--- config.mk ---
export PLATFORM = sky130hd
export DESIGN_NAME = light_meas_sched
export DESIGN_NICKNAME = d
export VERILOG_FILES = /design/src/rtl/lms_pkg.sv /design/src/rtl/lms_tick_gen.sv /design/src/rtl/lms_timing_decode.sv /design/src/rtl/light_meas_sched.sv
export SDC_FILE = /design/constraint.sdc
export NUM_CORES = 1
export LEC_CHECK = 0
export ABC_CLOCK_PERIOD_IN_PS = 7700
export BUFFER_PORTS_ARGS = -buffer_cell sky130_fd_sc_hd__buf_2
export CORE_UTILIZATION = 50
export CTS_CLUSTER_DIAMETER = 30
export CTS_CLUSTER_SIZE = 14
export DETAILED_ROUTE_END_ITERATION = 10
export PLACE_DENSITY = 0.78
export SLEW_MARGIN = 20
export SYNTH_ARGS = -nofsm -noshare
export SYNTH_HDL_FRONTEND = slang
export SYNTH_SLANG_ARGS = --single-unit
--- constraint.sdc ---
create_clock -name clk -period 7.7 [get_ports clk]
set_input_delay 0 -clock clk [delete_from_list [all_inputs] [get_ports clk]]
set_output_delay 0 -clock clk [all_outputs]
set_load 0.05 [all_outputs]
--- src/rtl/lms_pkg.sv ---
package lms_pkg;

    localparam int UNIT_W = 10;

    typedef enum logic [1:0] {
        ST_STANDBY,
        ST_SETTLE,
        ST_CONVERT,
        ST_WAIT
    } sched_state_t;

    localparam logic [1:0] SEL_CTRL   = 2'd0;
    localparam logic [1:0] SEL_TIMING = 2'd1;
    localparam logic [1:0] SEL_GAIN   = 2'd2;

    localparam logic [2:0] RES_DEFAULT  = 3'b010;
    localparam logic [2:0] RATE_DEFAULT = 3'b010;
    localparam logic [2:0] GAIN_DEFAULT = 3'b001;
    localparam logic [2:0] GAIN_MAX     = 3'd4;

    function automatic logic [UNIT_W-1:0] conv_units_f(input logic [2:0] code);
        case (code)
            3'd0:    return UNIT_W'(128);
            3'd1:    return UNIT_W'(64);
            3'd3:    return UNIT_W'(16);
            3'd4:    return UNIT_W'(8);
            3'd5:    return UNIT_W'(1);
            default: return UNIT_W'(32);
        endcase
    endfunction

    function automatic logic [4:0] res_bits_f(input logic [2:0] code);
        case (code)
            3'd0:    return 5'd20;
            3'd1:    return 5'd19;
            3'd3:    return 5'd17;
            3'd4:    return 5'd16;
            3'd5:    return 5'd13;
            default: return 5'd18;
        endcase
    endfunction

    function automatic logic [UNIT_W-1:0] rate_units_f(input logic [2:0] code);
        case (code)
            3'd0:    return UNIT_W'(8);
            3'd1:    return UNIT_W'(16);
            3'd2:    return UNIT_W'(32);
            3'd3:    return UNIT_W'(64);
            3'd4:    return UNIT_W'(160);
            3'd5:    return UNIT_W'(320);
            default: return UNIT_W'(640);
        endcase
    endfunction

endpackage

--- src/rtl/lms_tick_gen.sv ---
module lms_tick_gen #(
    parameter int DIV = 4
) (
    input  logic clk,
    input  logic rst_n,
    input  logic clr,
    output logic tick
);
    localparam int W = (DIV > 1) ? $clog2(DIV) : 1;

    logic [W-1:0] cnt_q;

    assign tick = (cnt_q == W'(DIV - 1));

    always_ff @(posedge clk or negedge rst_n) begin
        if (!rst_n)
            cnt_q <= '0;
        else if (clr || tick)
            cnt_q <= '0;
        else
            cnt_q <= cnt_q + W'(1);
    end
endmodule

--- src/rtl/lms_timing_decode.sv ---
module lms_timing_decode
    import lms_pkg::*;
#(
    parameter int RES_W = 20
) (
    input  logic [2:0]        res_code,
    input  logic [2:0]        rate_code,
    output logic [UNIT_W-1:0] conv_units,
    output logic [UNIT_W-1:0] rate_units,
    output logic [RES_W-1:0]  limit
);
    logic [4:0]  bits;
    logic [31:0] lim_full;
    logic        unused_hi;

    always_comb begin
        conv_units = conv_units_f(res_code);
        rate_units = rate_units_f(rate_code);
        bits       = res_bits_f(res_code);
        lim_full   = (32'd1 << bits) - 32'd1;
        limit      = lim_full[RES_W-1:0];
    end

    assign unused_hi = ^lim_full[31:RES_W];
endmodule

--- src/rtl/light_meas_sched.sv ---
module light_meas_sched
    import lms_pkg::*;
#(
    parameter int TICK_DIV     = 4,
    parameter int SETTLE_UNITS = 2,
    parameter int RAW_W        = 24,
    parameter int RES_W        = 20
) (
    input  logic             clk,
    input  logic             rst_n,
    input  logic             cfg_we,
    input  logic [1:0]       cfg_sel,
    input  logic [7:0]       cfg_wdata,
    input  logic [RAW_W-1:0] sample_in,
    output logic [2:0]       gain_sel,
    output logic             busy,
    output logic             standby,
    output logic [RES_W-1:0] result,
    output logic             result_vld
);
    localparam logic [UNIT_W-1:0] SETTLE_CNT = UNIT_W'(SETTLE_UNITS);

    sched_state_t      state_q, state_d;
    logic [UNIT_W-1:0] cnt_q, cnt_d, cnt_inc;
    logic              en_q;
    logic [2:0]        res_q, rate_q, gain_q;
    logic              fire, tick, tick_clr;
    logic              soft_rst, wr_ctrl, wr_cfg, restart;
    logic [UNIT_W-1:0] conv_units, rate_units;
    logic [RES_W-1:0]  limit;
    logic [RES_W-1:0]  clipped;
    logic              unused_wbits;

    assign unused_wbits = ^{cfg_wdata[7], cfg_wdata[3]};

    assign wr_ctrl  = cfg_we && (cfg_sel == SEL_CTRL);
    assign wr_cfg   = cfg_we && (cfg_sel == SEL_TIMING || cfg_sel == SEL_GAIN);
    assign soft_rst = wr_ctrl && cfg_wdata[4];
    assign restart  = (wr_ctrl && cfg_wdata[1]) || (wr_cfg && en_q);
    assign tick_clr = soft_rst || restart || wr_cfg || (state_q == ST_STANDBY);
    assign cnt_inc  = cnt_q + UNIT_W'(1);

    lms_tick_gen #(.DIV(TICK_DIV)) i_tick (
        .clk   (clk),
        .rst_n (rst_n),
        .clr   (tick_clr),
        .tick  (tick)
    );

    lms_timing_decode #(.RES_W(RES_W)) i_decode (
        .res_code   (res_q),
        .rate_code  (rate_q),
        .conv_units (conv_units),
        .rate_units (rate_units),
        .limit      (limit)
    );

    // Configuration registers
    always_ff @(posedge clk or negedge rst_n) begin
        if (!rst_n) begin
            en_q   <= 1'b0;
            res_q  <= RES_DEFAULT;
            rate_q <= RATE_DEFAULT;
            gain_q <= GAIN_DEFAULT;
        end else if (soft_rst) begin
            en_q   <= 1'b0;
            res_q  <= RES_DEFAULT;
            rate_q <= RATE_DEFAULT;
            gain_q <= GAIN_DEFAULT;
        end else if (cfg_we) begin
            case (cfg_sel)
                SEL_CTRL:   en_q <= cfg_wdata[1];
                SEL_TIMING: begin
                    res_q  <= cfg_wdata[6:4];
                    rate_q <= cfg_wdata[2:0];
                end
                SEL_GAIN:   if (cfg_wdata[2:0] <= GAIN_MAX) gain_q <= cfg_wdata[2:0];
                default:    ;
            endcase
        end
    end

    // Next-state logic
    always_comb begin
        state_d = state_q;
        cnt_d   = cnt_q;
        fire    = 1'b0;
        if (soft_rst) begin
            state_d = ST_STANDBY;
            cnt_d   = '0;
        end else if (restart) begin
            state_d = (state_q == ST_STANDBY || state_q == ST_SETTLE) ? ST_SETTLE : ST_CONVERT;
            cnt_d   = '0;
        end else if (wr_cfg) begin
            state_d = ST_STANDBY;
            cnt_d   = '0;
        end else begin
            unique case (state_q)
                ST_STANDBY: ;
                ST_SETTLE: begin
                    if (!en_q) begin
                        state_d = ST_STANDBY;
                        cnt_d   = '0;
                    end else if (tick) begin
                        if (cnt_inc >= SETTLE_CNT) begin
                            state_d = ST_CONVERT;
                            cnt_d   = '0;
                        end else begin
                            cnt_d = cnt_inc;
                        end
                    end
                end
                ST_CONVERT: begin
                    if (tick) begin
                        if (cnt_inc >= conv_units) begin
                            fire = 1'b1;
                            if (!en_q) begin
                                state_d = ST_STANDBY;
                                cnt_d   = '0;
                            end else if (cnt_inc >= rate_units) begin
                                cnt_d = '0;
                            end else begin
                                state_d = ST_WAIT;
                                cnt_d   = cnt_inc;
                            end
                        end else begin
                            cnt_d = cnt_inc;
                        end
                    end
                end
                ST_WAIT: begin
                    if (!en_q) begin
                        state_d = ST_STANDBY;
                        cnt_d   = '0;
                    end else if (tick) begin
                        if (cnt_inc >= rate_units) begin
                            state_d = ST_CONVERT;
                            cnt_d   = '0;
                        end else begin
                            cnt_d = cnt_inc;
                        end
                    end
                end
            endcase
        end
    end

    // State register
    always_ff @(posedge clk or negedge rst_n) begin
        if (!rst_n) begin
            state_q <= ST_STANDBY;
            cnt_q   <= '0;
        end else begin
            state_q <= state_d;
            cnt_q   <= cnt_d;
        end
    end

    // Outputs
    always_comb begin
        if (sample_in > RAW_W'(limit))
            clipped = limit;
        else
            clipped = sample_in[RES_W-1:0];
    end

    always_ff @(posedge clk or negedge rst_n) begin
        if (!rst_n) begin
            result     <= '0;
            result_vld <= 1'b0;
        end else begin
            result_vld <= fire;
            if (fire)
                result <= clipped;
        end
    end

    assign busy     = (state_q == ST_CONVERT);
    assign standby  = (state_q == ST_STANDBY);
    assign gain_sel = gain_q;
endmodule

==> results.tsv <==
metric	value	unit
route.detailed.drc	0	
rsz0062_at_grt	no	
synth_top_cell_by_area	dfrtp_1	
cp-end-kind	register	
fin_nets	535	
syn_area	3320	um^2
synth_simple_gate_area_share	22.5	%
io_buffers	60	
layout_commonest_cell	buf_2	
grt_use_total	23.3	%
cpPeakStageDelay	490	ps
hp-start	sample_in[15]	
combPwrFrac	42.9	%
hold_viol_final	0	
hold_depth	3	
die_w	83.5	um
startpoint_type	register	
gp_congestion	0.844	
final_antenna_net_count	0	
htreeDepth	2	
status	finished clean	
grt_max_degree	46	
drt-initial-drc-count	174	
ys_warn_count	0	
ys.flop_type	dfrtp_1	
dp_cells	510	
synthXorXnorAreaFrac	2.11	%
grt-ovfl-total	0	
synthAdderAreaFrac	13.6	%
fmax	0.270	GHz
row_count	29	
yosysSeqAreaShare	34.0	%
max-cap-violations	0	
power_frac_clock	18.3	%
cts.clk_slew.worst_paths	80	ps
start_util	52.0	%
dieArea	6970	um^2
syn_avg_cell_area	8.73	um^2
hold_path.class	in -> reg	
synth_cell_types	56	
cts_buffer_depth	2	
power_leakage	1.98	nW
sw_frac_of_total	42.8	%
cp_data_arrival_time	3920	ps
worst_ep_required_time	7920	ps
cts-root-buf	clkbuf_8	
viasPerCell	5.67	
worst-path-max-fanout	24	
r2r_slack	4000	ps
synth_compound_area_share	20.3	%
slowest_stage	dfrtp_1	
postLayoutCellArea	3980	um^2
p_seq_share	38.8	%
ioPinCount	63	
p_int	0.000456	W
syn2layout_area_growth	20.0	%
clock_sinks	45	
r2r-end	result[4]	
diodes	0	
utilization	62.4	%
cp-endpoint	result[4]	
vias	3063	
ff2ff_path_depth	13	
powerDensity	200	nW/um^2
fin_crit_sh	48.1	%
timing.rr.start	cnt_q[0]	
async_flop_share	100	%
final-setup-viol-count	0	
place_area	3680	um^2
max_slew_margin	52.4	%
drive_above_1_share	17.7	%
cts_tree	built	
synth_top_area_share	31.7	%
finalNonFillerCells	540	
grt_pass1_wl	13000	um
crit_type	reg -> reg	
finalMaxSlewViolations	0	
core_area	6390	um^2
routedWlPerCell	14.6	um
antenna_found_initial	0	
crit_chain	ha_1 > and4_4 > nand2_4 > xnor2_1 > ha_1 > o21ai_0 > nor2_1 > a211oi_1 > nand2_1 > nand3_1 > inv_2 > o21a_1 > a21oi_1	
die_y	83.5	um
startpoint	cnt_q[0]	
ys_seq_elements	45	
power_switching	0.000341	W
hpwl	5580	um
cts_buffers	5	
tightestPinTransition	713	ps
synth_edf_count	0	
syn-instance-count	380	
peakVddDrop	0.000130	V
skew	4.59	ps
clock_latency	300	ps
crit_top_cell	ha_1	
wl	7880	um
drt_pre_antenna_iters	4	
synth_area_leaders	dfrtp_1 (32%), ha_1 (14%), nand2_1 (4.9%)	
final_cell_mix	buf_2 (59), nand2_1 (43), dfrtp_1 (42)	
grt_pass1_vias	2808	
fin_setup_tns	0	ps
post-route-min-period	3700	ps
synth_top_family_by_area	simple AND/OR/NAND/NOR gates	
synth.area.mux_share	3.43	%
==> per-stage QoR <==
| stage | hold slack [ps] | power (W) | setup slack (ps) |
|---|---|---|---|
| after floorplan | -296 | 0.000560 | 4720 |
| after global placement | 228 | 0.000632 | 4230 |
| after detailed placement | 234 | 0.000642 | 4150 |
| after CTS | 18.6 | 0.000797 | 4110 |
| after global routing | 46.5 | 0.000845 | 3750 |
| final | 14.2 | 0.000797 | 4000 |
==> how the worst min path moves through the flow <==
stage,endpoint,slack (ps)
4_1_cts,result[15],20
2_1_floorplan,cnt_q[0],-300
3_5_place_dp,result[0],230
5_1_grt,result[15],50
3_3_place_gp,cnt_q[9],230
6_report,result[15],10
==> sequential cells by signal, indices dropped and copies added (netlist names) <==
| register | count |
|---|---|
| result | 20 |
| cnt_q | 10 |
| gain_sel | 3 |
| rate_q | 3 |
| res_q | 3 |
| i_tick.cnt_q | 2 |
| state_q | 2 |
| en_q | 1 |
| result_vld | 1 |
==> critical path, delay by kind of cell (launching register included) <==
| family | cells | cell delay, ps |
|---|---|---|
| xor gates and xnor gates | 1 | 330 |
| and+or+nand+nor | 5 | 850 |
| AOI/OAI and AO/OA | 4 | 1020 |
| buffers and inverters | 1 | 270 |
| DFF | 1 | 490 |
| adders and majority gates | 2 | 640 |
==> cells by family after synthesis <==
| family | after synthesis |
|---|---|
| AND/OR/NAND/NOR | 146 |
| AO/OA/AOI/OAI | 102 |
| flip-flops | 45 |
| adder cells (fa/ha/maj) | 36 |
| buffers and inverters | 30 |
| multiplexers | 11 |
| XOR/XNOR | 8 |
| other | 2 |
==> metal layers <==
metal / up-vias / routed length (um) / GRT usage [%]
met4: 0 / 165 / 7.55
met1: 1437 / 3630 / 31.1
met3: 15 / 306 / 3.96
met5: - / 0 / 0
li1: 1547 / - / -
met2: 64 / 3780 / 38.7
==> cells in the mapped netlist (5+ instances only) <==
cell type	number
nand2_1	43
dfrtp_1	42
ha_1	36
nor2_1	32
a21oi_1	22
nand3_1	17
o21ai_0	17
inv_1	16
a21o_1	10
nand4_1	10
mux2i_1	8
nor3_1	8
o21ai_1	8
clkbuf_1	7
o211ai_1	6
o21a_1	6
o22a_1	6
xnor2_1	6
a31oi_1	5
nor2b_1	5
o31ai_1	5
==> timing repair <==
item,CTS,global route
endpoints found under the hold margin,66,0
gates resized for setup,0,0
hold buffers,22,0
setup buffers,0,0
==> power groups by stage <==
stage	clock network (W)	registers [W]	logic (W)
after global placement	0	0.000312	0.000321
after detailed placement	0	0.000313	0.000330
after global routing	0.000156	0.000316	0.000373
after floorplan	0	0.000358	0.000202
final	0.000146	0.000309	0.000342
after CTS	0.000149	0.000308	0.000339
==> layout make-up <==
class | count | area, um^2
tap | 77 | 96.3
sequential | 45 | 1130
clock inverter | 1 | 5.00
timing repair buffer | 82 | 523
inverter | 17 | 63.8
multi-input combinational | 311 | 2090
fill | 548 | 2400
clock buffer | 7 | 76.3
No activity file was read; power rests on OpenSTA's default activity.
